## src/rtl/rcs_pkg.sv

```systemverilog
package rcs_pkg;

  localparam int REG_W = 8;

  localparam int POS_WDOG = 0;
  localparam int POS_SAFE = 1;
  localparam int POS_IEN  = 2;
  localparam int POS_LVD  = 4;

  localparam logic [REG_W-1:0] LIVE_MASK =
    (REG_W'(1) << POS_WDOG) | (REG_W'(1) << POS_SAFE) |
    (REG_W'(1) << POS_IEN)  | (REG_W'(1) << POS_LVD);
  localparam logic [REG_W-1:0] RSVD_MASK = ~LIVE_MASK;

  typedef enum logic [1:0] {
    KIND_PIN  = 2'b00,
    KIND_WDOG = 2'b01,
    KIND_LVD  = 2'b10,
    KIND_PINB = 2'b11
  } rst_kind_e;

endpackage

```

## src/rtl/rcs_reset_flags.sv

```systemverilog
module rcs_reset_flags
  import rcs_pkg::*;
(
  input  logic      clk,
  input  logic      rst_n,
  input  logic      evt,
  input  rst_kind_e kind,
  input  logic      lvd_en,
  input  logic      clr_lvd,
  input  logic      clr_wdog,
  output logic      lvd_flag,
  output logic      wdog_flag
);

  logic set_lvd, set_wdog;
  assign set_lvd  = evt && (kind == KIND_LVD);
  assign set_wdog = evt && (kind == KIND_WDOG);

  always_ff @(posedge clk or negedge rst_n) begin
    if (!rst_n)            lvd_flag <= 1'b0;
    else if (!lvd_en)      lvd_flag <= 1'b0;
    else if (set_lvd)      lvd_flag <= 1'b1;
    else if (clr_lvd)      lvd_flag <= 1'b0;
  end

  always_ff @(posedge clk or negedge rst_n) begin
    if (!rst_n)            wdog_flag <= 1'b0;
    else if (set_lvd)      wdog_flag <= 1'b0;
    else if (set_wdog)     wdog_flag <= 1'b1;
    else if (clr_wdog)     wdog_flag <= 1'b0;
  end

  AST_LVD_STICKY: assert property (@(posedge clk) disable iff (!rst_n)
    (lvd_flag && lvd_en && !clr_lvd) |=> lvd_flag);
  AST_LVD_SET_WINS: assert property (@(posedge clk) disable iff (!rst_n)
    (lvd_en && evt && kind == KIND_LVD) |=> lvd_flag);
  AST_LVD_OFF: assert property (@(posedge clk) disable iff (!rst_n)
    !lvd_en |=> !lvd_flag);
  AST_WDOG_LVD_CLR: assert property (@(posedge clk) disable iff (!rst_n)
    (evt && kind == KIND_LVD) |=> !wdog_flag);
  AST_WDOG_SET_WINS: assert property (@(posedge clk) disable iff (!rst_n)
    (evt && kind == KIND_WDOG) |=> wdog_flag);
  AST_PIN_NEUTRAL: assert property (@(posedge clk) disable iff (!rst_n)
    (evt && (kind == KIND_PIN || kind == KIND_PINB) && !clr_wdog)
      |=> $stable(wdog_flag));

endmodule

```

## src/rtl/rcs_clock_guard.sv

```systemverilog
module rcs_clock_guard (
  input  logic clk,
  input  logic rst_n,
  input  logic evt,
  input  logic disturb,
  input  logic recovered,
  input  logic css_en,
  input  logic rd,
  input  logic wr,
  input  logic wr_ien,
  output logic ien,
  output logic safe_flag,
  output logic irq
);

  always_ff @(posedge clk or negedge rst_n) begin
    if (!rst_n)    ien <= 1'b0;
    else if (evt)  ien <= 1'b0;
    else if (wr)   ien <= wr_ien;
  end

  always_ff @(posedge clk or negedge rst_n) begin
    if (!rst_n)                  safe_flag <= 1'b0;
    else if (!css_en)            safe_flag <= 1'b0;
    else if (evt)                safe_flag <= 1'b0;
    else if (disturb)            safe_flag <= 1'b1;
    else if (rd && recovered)    safe_flag <= 1'b0;
  end

  always_ff @(posedge clk or negedge rst_n) begin
    if (!rst_n) irq <= 1'b0;
    else        irq <= ien & safe_flag & css_en;
  end

  AST_SAFE_HOLD: assert property (@(posedge clk) disable iff (!rst_n)
    (safe_flag && css_en && !evt && !(rd && recovered)) |=> safe_flag);
  AST_SAFE_SET_WINS: assert property (@(posedge clk) disable iff (!rst_n)
    (css_en && !evt && disturb) |=> safe_flag);
  AST_CSS_OFF: assert property (@(posedge clk) disable iff (!rst_n)
    !css_en |=> (!safe_flag && !irq));
  AST_IRQ_RISE: assert property (@(posedge clk) disable iff (!rst_n)
    (ien && safe_flag && css_en) |=> irq);
  AST_IRQ_DROP: assert property (@(posedge clk) disable iff (!rst_n)
    $fell(safe_flag) |=> !irq);
  AST_EVT_CLEARS: assert property (@(posedge clk) disable iff (!rst_n)
    evt |=> (!ien && !safe_flag));

endmodule

```

## src/rtl/rcs_read_mux.sv

```systemverilog
module rcs_read_mux
  import rcs_pkg::*;
(
  input  logic             lvd_flag,
  input  logic             ien,
  input  logic             safe_flag,
  input  logic             wdog_flag,
  output logic [REG_W-1:0] rdata
);

  for (genvar i = 0; i < REG_W; i++) begin : g_bit
    if (i == POS_LVD) begin : g_lvd
      assign rdata[i] = lvd_flag;
    end else if (i == POS_IEN) begin : g_ien
      assign rdata[i] = ien;
    end else if (i == POS_SAFE) begin : g_safe
      assign rdata[i] = safe_flag;
    end else if (i == POS_WDOG) begin : g_wdog
      assign rdata[i] = wdog_flag;
    end else begin : g_rsvd
      assign rdata[i] = 1'b0;
    end
  end

endmodule

```

## src/rtl/rst_cause_css.sv

```systemverilog
module rst_cause_css
  import rcs_pkg::*;
(
  input  logic             clk,
  input  logic             rst_n,
  input  logic             rst_evt,
  input  logic [1:0]       rst_kind,
  input  logic             css_disturb,
  input  logic             osc_recovered,
  input  logic             opt_css_en,
  input  logic             opt_lvd_en,
  input  logic             bus_rd,
  input  logic             bus_wr,
  input  logic [REG_W-1:0] bus_wdata,
  output logic [REG_W-1:0] bus_rdata,
  output logic             css_irq
);

  logic lvd_flag, wdog_flag, ien, safe_flag;
  logic clr_lvd, clr_wdog, rsvd_wr;

  assign clr_lvd  = bus_wr && !bus_wdata[POS_LVD];
  assign clr_wdog = bus_wr && !bus_wdata[POS_WDOG];
  assign rsvd_wr  = bus_wr && |(bus_wdata & RSVD_MASK);

  rcs_reset_flags u_flags (
    .clk       (clk),
    .rst_n     (rst_n),
    .evt       (rst_evt),
    .kind      (rst_kind_e'(rst_kind)),
    .lvd_en    (opt_lvd_en),
    .clr_lvd   (clr_lvd),
    .clr_wdog  (clr_wdog),
    .lvd_flag  (lvd_flag),
    .wdog_flag (wdog_flag)
  );

  rcs_clock_guard u_guard (
    .clk       (clk),
    .rst_n     (rst_n),
    .evt       (rst_evt),
    .disturb   (css_disturb),
    .recovered (osc_recovered),
    .css_en    (opt_css_en),
    .rd        (bus_rd),
    .wr        (bus_wr),
    .wr_ien    (bus_wdata[POS_IEN]),
    .ien       (ien),
    .safe_flag (safe_flag),
    .irq       (css_irq)
  );

  rcs_read_mux u_mux (
    .lvd_flag  (lvd_flag),
    .ien       (ien),
    .safe_flag (safe_flag),
    .wdog_flag (wdog_flag),
    .rdata     (bus_rdata)
  );

  AST_RSVD_ZERO: assert property (@(posedge clk) disable iff (!rst_n)
    (bus_rdata & RSVD_MASK) == '0);
  AST_RSVD_IGNORED: assert property (@(posedge clk) disable iff (!rst_n)
    rsvd_wr |=> (bus_rdata & RSVD_MASK) == '0);
  AST_WRITE_NO_SAFE: assert property (@(posedge clk) disable iff (!rst_n)
    (bus_wr && !bus_rd && !css_disturb && !rst_evt && opt_css_en)
      |=> $stable(bus_rdata[POS_SAFE]));

endmodule

```

## config.mk

```make
export PLATFORM = sky130hd
export DESIGN_NAME = rst_cause_css
export DESIGN_NICKNAME = d
export VERILOG_FILES = /design/src/rtl/rcs_pkg.sv /design/src/rtl/rcs_reset_flags.sv /design/src/rtl/rcs_clock_guard.sv /design/src/rtl/rcs_read_mux.sv /design/src/rtl/rst_cause_css.sv
export SDC_FILE = /design/constraint.sdc
export NUM_CORES = 1
export LEC_CHECK = 0
export ABC_AREA = 1
export BUFFER_PORTS_ARGS = -buffer_cell sky130_fd_sc_hd__buf_2
export CAP_MARGIN = 10
export CORE_AREA = 2 2 39 41
export DETAILED_ROUTE_END_ITERATION = 8
export DIE_AREA = 0 0 41 43
export GPL_TIMING_DRIVEN = 0
export MAX_ROUTING_LAYER = met4
export PLACE_DENSITY = 0.51
export SETUP_SLACK_MARGIN = 0.05
export SYNTH_ARGS = -nofsm -noshare
export SYNTH_HDL_FRONTEND = slang
export SYNTH_SLANG_ARGS = --single-unit
```

## constraint.sdc

```tcl
create_clock -name clk -period 2.06 [get_ports clk]
set_clock_uncertainty 0.2 [all_clocks]
set_input_delay 0.309 -clock clk [delete_from_list [all_inputs] [get_ports clk]]
set_output_delay 0.309 -clock clk [all_outputs]
set_load 0.01 [all_outputs]
```

* After elaboration in Yosys (flattened, before gate mapping)
Cells that the tools add are included.
** Storage, ports and cells
- Memories :: 0
- Bits in latches :: 0
- Register bits :: 5
- Output and inout bits :: 9
- Word-level logic and storage cells :: 32
- Memory bits (read-only) :: 0
- Bits in writable memories :: 0
** Cells by class
- Div/mod/pow operators :: 0
- Muxes and demuxes :: 12
- $lt $le $gt $ge :: 0
- Add/sub/neg operators :: 0
- Reduce and logical (&&, ||, !) cells :: 9
- Bitwise operators :: 2
- Multiply operators :: 0
- Shift operators :: 0
- Equal/unequal tests :: 4
** Operator list (number)
- 1-bit two-way mux :: 12
- 1-bit logical AND :: 5
- 4-bit by 3-bit != test with 1-bit output, second input constant :: 1
- 3-bit by 1-bit != test with 1-bit output, second input constant :: 1
- 3-bit nonzero test :: 1
- 1-bit AND :: 2
- 2-bit by 1-bit equality test with 1-bit output, second input constant :: 1
- 2-bit equality test, second input constant :: 1
- 1-bit logical NOT :: 2
- 2-bit nonzero test :: 1

* Logic depth before layout (Yosys ltp)
Gate-level depths: netlist of run 1.
- Word-level depth :: 5
- Mapped depth :: 4
- Depth with buffers taken out :: 4

* Modules after synthesis
From an unflattened synthesis of run 1, not the netlist that was laid out.
** Second synthesis, totals
- Cell total of the unflattened synthesis :: 40
- Area, all modules :: 306.5 µm²
** Modules (own cells, without submodules)
- rcs_clock_guard :: area an instance 125.1 µm², times used 1, cells an instance 14
- rcs_reset_flags :: area an instance 106.4 µm², times used 1, cells an instance 14
- rcs_read_mux :: area an instance 63.8 µm², times used 1, cells an instance 9
- rst_cause_css :: area an instance 11.3 µm², times used 1, cells an instance 3

* Worst setup path before layout of run 1
Ideal clock, no wire load.
- Kind :: register to output
- Start point :: register u_guard.ien
- End point :: output bus_rdata[2]
- Arrival :: 498 ps
- Setup slack :: 1053 ps
- Cell stages (with the launch flop) :: 2
- Required time :: 1551 ps
- Cell sequence :: dfrtp_1 buf_4
** RTL lines
- from (decl) :: RTL line rcs_clock_guard.sv:11 : output logic ien,
- from (signal assigned) :: RTL line rcs_clock_guard.sv:19 : else if (wr) ien <= wr_ien;
- to (decl) :: RTL line rst_cause_css.sv:15 : output logic [REG_W-1:0] bus_rdata,
No word-level cell between the ends.

* Final worst setup path of run 1
- Start point :: register u_guard.ien
- End point :: output bus_rdata[2]
No word-level cell between the ends.

==> run summary, run 1 <==
status: completed
post-route minimum period: 1390 ps
I/O pins: 28
area of the core: 0.00138 mm2
Placement Setup Slack: 928 ps
Worst path max stage delay: 390 ps
Hold Vio Cnt, Final: 0
commonest non-fill, non-tap cell in the layout: buf_2
Nets: 82
clock slew at reported path FFs: 40 ps
ant diodes: 0
1st-iter DRT viols: 1
largest net degree at the start of global routing: 6
Detailed Routing Iterations Pass 1: 3
number of setup violations in the final report: 0
All-Layer GR Usage: 9.06%
Die H: 43 um
Starting Density: 21.0%
Mapped Area: 290 um2
Final Util: 32.4%
P&R area growth vs syn: 54.3%
required time worst endpoint: 1550 ps
Netlist cell types: 12
CTS Buffer Depth: 2
first-pass GRT wire length: 952 um
vias per inst: 3.67
register area share after synthesis: 43.1%
TritonCTS clock tree: yes
row cnt: 14
WL/cell: 7.92 um
Num CTS Buffers: 3
worst r2r src: u_guard.safe_flag$_DFFE_PN0P_
setup repair bufs after CTS: 0
Post-route DRC: 0
H-tree levels: 1
post-route setup slack: 667 ps
Crit. End Element: output pin
DRT antenna net count: 0
vias in the first global route: 270
Slew Limit Fails: 0
Crit Path Category: flip-flop to output pin
Reg-to-Reg End: u_guard.safe_flag$_DFFE_PN0P_
RSZ-0062 raised after global routing: no
CTS sink count: 5
synth warn: 0
max_cap viols: 0
Top Family by Delay on Critical Path: flip-flops
Fmax: 718 MHz
CP Max Fanout: 3
Synth Register Bits: 5
ratio of cells with drive above 1 in the final layout: 50.0%
CTS Root Cell: clkbuf_4
crit path cell chain: buf_4 > buf_2
dpl cells: 73
WL final: 618 um
crit path launch type: flip-flop
reg-to-reg setup timing slack: 1150 ps
Crit path depth: 2
worst min path class: primary input to flip-flop
Hold Path Depth: 3
Hold WS: 86.8 ps
die width: 41 um
Clock Latency Late Sink: 240 ps
reg2reg path depth: 2
Worst Hold End: u_flags.lvd_flag$_DFFE_PN0P_
routed vias: 286
CP Buf/Inv Count: 2
DP Area: 412 um2
Final Power: 0.272 mW
Gate Count Post-Synth: 36
Avg Cell Area, Syn: 8.06 um2
PwrDens: 608 mW/mm2
hold_sp: opt_lvd_en
finished layout cell area: 448 um2
Worst VDD drop: 0.000167 V
PortBufs: 18
grt ovf: 0
Slowest-stage cell, CP: dfrtp_1
most frequent cells in the layout: 18 x buf_2, 8 x buf_4, 7 x nand2_1
WP data arrival: 880 ps
Placer Congestion: 0.622
DIE AREA: 0.00176 mm2
Setup TNS: 0 ps
Final period util: 67.6%
initial antenna violation count: 0
final non-filler cell total: 78
Static Leakage: 0.285 nW
cell type report:
type,instances,area [um2]
sequential,5,125
buffer,8,60.1
inverter,6,22.5
multi-input combinational,20,93.8
tap,16,20.0
timing repair buffer,19,100
clock buffer,4,26.3
fill,160,936
sequential cells by signal, summed over array words and instances, names as in the netlist:
| name | flops |
|---|---|
| u_flags.lvd_flag | 1 |
| u_flags.wdog_flag | 1 |
| u_guard.ien | 1 |
| u_guard.irq | 1 |
| u_guard.safe_flag | 1 |
synth_stat cells:
| library cell | count | share of area, % |
|---|---|---|
| a21oi_2 | 1 | 3.0 |
| and3_1 | 1 | 2.2 |
| dfrtp_1 | 5 | 43 |
| nand3_2 | 1 | 3.4 |
| nand3_1 | 1 | 1.7 |
| conb_1 | 1 | 1.3 |
| nor2_1 | 2 | 2.6 |
| buf_4 | 8 | 21 |
| nand2_1 | 7 | 9.1 |
| a21oi_1 | 2 | 3.4 |
| inv_1 | 6 | 7.8 |
| o21ai_1 | 1 | 1.7 |
power breakdown:
part	total, mW	switching [mW]	internal, mW
combinational	0.0539	0.0239	0.0300
sequential	0.107	0.00322	0.104
clock	0.111	0.0380	0.0731
total	0.272	0.0651	0.207
kinds of logic (layout without fill, tap and decap cells):
| logic type | Yosys count | after routing | synth area share (%) |
|---|---|---|---|
| buf+inv | 14 | 37 | 28.4 |
| simple gates | 12 | 12 | 19.0 |
| flops | 5 | 5 | 43.1 |
| compound gates | 4 | 4 | 8.19 |
| other cells | 1 | 4 | 1.29 |
how the worst max path moves through the flow:
stage / startpoint / end / slack [ps]
2_1_floorplan: u_guard.ien$_DFFE_PN0P_ / bus_rdata[2] / 1050
3_3_place_gp: u_guard.ien$_DFFE_PN0P_ / bus_rdata[2] / 920
3_5_place_dp: u_guard.ien$_DFFE_PN0P_ / bus_rdata[2] / 930
4_1_cts: u_guard.ien$_DFFE_PN0P_ / bus_rdata[2] / 660
5_1_grt: u_guard.ien$_DFFE_PN0P_ / bus_rdata[2] / 620
6_report: u_guard.ien$_DFFE_PN0P_ / bus_rdata[2] / 670
routing by layer:
metal	global-route usage (%)	vias up	routed length (um)
li1	-	152	-
met1	6.45	118	192
met2	14.7	14	348
met3	3.14	2	64
met4	10.0	0	12
met5	-	-	0
timing repair:
| item | in CTS | in global routing |
|---|---|---|
| hold buffers | 1 | 0 |
| endpoints found under the hold margin | 5 | 0 |
| gates resized for setup | 0 | 0 |
worst min-delay path, stage by stage:
cell and delay, ps:
buf_2 100, inv_1 50, a21oi_2 30
No activity file was read; power rests on OpenSTA's default activity.
==> run 2, diff against run 1 <==
Settings changed: PLACE_DENSITY 0.51 to 0.53.
Clock period 2.06 ns to 1.2 ns, I/O delays scaled along.
==> run summary, run 2 (synthesis results as in run 1) <==
status: completed
I/O pins: 28 (unchanged)
Placer Congestion: 0.641 (+3.0%)
Worst path max stage delay: 400 ps (about the same)
crit path cell chain: buf_6
vias per inst: 3.57 (-2.7%)
Filler Cells Inserted: 150 (-6.3%)
ratio of cells with drive above 1 in the final layout: 44.6% (-5.4 points)
reg2reg path depth: 3 (+1)
All-Layer GR Usage: 9.70% (+0.64 points)
ant diodes: 0 (unchanged)
row cnt: 14 (unchanged)
Slew Limit Fails: 0 (unchanged)
Hold Vio Cnt, Final: 0 (unchanged)
reg-to-reg setup timing slack: 160 ps (-990 ps)
Die H: 43 um (unchanged)
CTS Root Cell: clkbuf_4
1st-iter DRT viols: 1 (unchanged)
clock slew at reported path FFs: 40 ps (about the same)
Worst VDD drop: 0.000301 V (+80%)
Final HPWL DP: 477 um
DIE AREA: 0.00176 mm2 (unchanged)
Static Leakage: 0.300 nW (+5.0%)
Crit. End Element: output pin
TritonCTS clock tree: yes
DRT antenna net count: 0 (unchanged)
Crit Path Category: flip-flop to output pin
Fmax: 874 MHz
RSZ-0062 raised after global routing: yes
Top Family by Delay on Critical Path: flip-flops
WL/cell: 7.70 um (-2.8%)
routed vias: 289 (+1.0%)
area of the core: 0.00138 mm2 (unchanged)
CTS Buffer Depth: 2 (unchanged)
Crit path depth: 1 (-1)
Reg-to-Reg End: u_guard.safe_flag$_DFFE_PN0P_
Placement Setup Slack: 186 ps (-742 ps)
commonest non-fill, non-tap cell in the layout: buf_2
required time worst endpoint: 820 ps (-730 ps)
critical path endpoint: bus_rdata[1]
Detailed Routing Iterations Pass 1: 3 (unchanged)
Critical Path Start: u_guard.safe_flag$_DFFE_PN0P_
worst r2r src: u_guard.safe_flag$_DFFE_PN0P_
Nets: 85 (+3.7%)
Clock Latency Late Sink: 240 ps (about the same)
first-pass GRT wire length: 1050 um (+10%)
worst min path class: primary input to flip-flop
largest net degree at the start of global routing: 6 (unchanged)
initial antenna violation count: 0 (unchanged)
H-tree levels: 1 (unchanged)
most frequent cells in the layout: 13 x buf_2, 7 x nand2_1, 7 x dlygate4sd3_1
CTS sink count: 5 (unchanged)
post-route minimum period: 1140 ps
Setup TNS: 0 ps (unchanged)
max_cap viols: 0 (unchanged)
WL final: 624 um (+0.97%)
Num CTS Buffers: 3 (unchanged)
grt ovf: 0 (unchanged)
P&R area growth vs syn: 76.7%
Slowest-stage cell, CP: dfrtp_1
die width: 41 um (unchanged)
vias in the first global route: 275 (+1.9%)
CP Buf/Inv Count: 1 (-1)
Post-route DRC: 0 (unchanged)
CP Max Fanout: 2 (-1)
PortBufs: 18 (unchanged)
PwrDens: 956 mW/mm2 (+57%)
crit path launch type: flip-flop
Starting Density: 21.0% (unchanged)
Final period util: 95.3%
Hold WS: 9.07 ps (-77.8 ps)
number of setup violations in the final report: 0 (unchanged)
WP data arrival: 760 ps (-120 ps)
post-route setup slack: 56.2 ps (-611 ps)
-- run 2: cell count changes in the layout (fill, tap and decap cells not counted), sizes merged --
cell,delta
buf,-3
dlygate4sd3,+6
-- run 2: area by class of cell --
class	count	area [um2]	area share [%]
repair buffers	26	195	38.0
flip-flops and latches	5	125	24.4
multi-input cells	20	93.8	18.3
plain buffers	4	30.0	5.85
clock buffers	4	26.3	5.12
inverters	6	22.5	4.39
well taps	16	20.0	3.90
-- run 2: where the power goes --
part | total [mW] | switching, mW | internal (mW)
Clock | 0.194 | 0.0687 | 0.126
Sequential | 0.186 | 0.00707 | 0.179
Combinational | 0.110 | 0.0432 | 0.0672
Total | 0.490 | 0.119 | 0.372
-- run 2: how the worst min path moves through the flow --
stage | from | to | slack, ps | cells after the start
after CTS | rst_kind[1] | u_flags.wdog_flag$_DFFE_PN0P_ | 7 | 4
after global placement | rst_n | u_guard.irq$_DFF_PN0_ | -200 | 1
final | rst_kind[1] | u_flags.wdog_flag$_DFFE_PN0P_ | 9 | 4
after global routing | rst_kind[1] | u_flags.lvd_flag$_DFFE_PN0P_ | 20 | 3
after floorplan | rst_n | u_flags.lvd_flag$_DFFE_PN0P_ | -320 | 0
after detailed placement | rst_n | u_guard.irq$_DFF_PN0_ | -200 | 1
-- run 2: repair_timing --
action	in CTS	in global routing
endpoints found under the setup margin	4	7
pin swaps	0	1
buffers inserted	2	0
endpoints found under the hold margin	10	0
gates resized for setup	4	1
hold buffers	7	0
-- run 2: routing by layer --
layer / up-vias / GRT usage [%] / part of all wire, %
met5: - / - / 0
met4: 0 / 10.0 / 1.3
met3: 2 / 4.71 / 9.1
met2: 13 / 12.8 / 48
met1: 120 / 9.42 / 41
li1: 154 / - / -
-- run 2: through the flow --
stage	std cells	utilization (%)	power, mW	instance area [um2]
2_1_floorplan	39	-	0.238	302
3_3_place_gp	73	29.7	0.275	412
3_5_place_dp	73	29.7	0.277	412
4_1_cts	82	37.4	0.497	518
5_1_grt	81	37.1	0.532	513
6_report	81	37.1	0.490	513
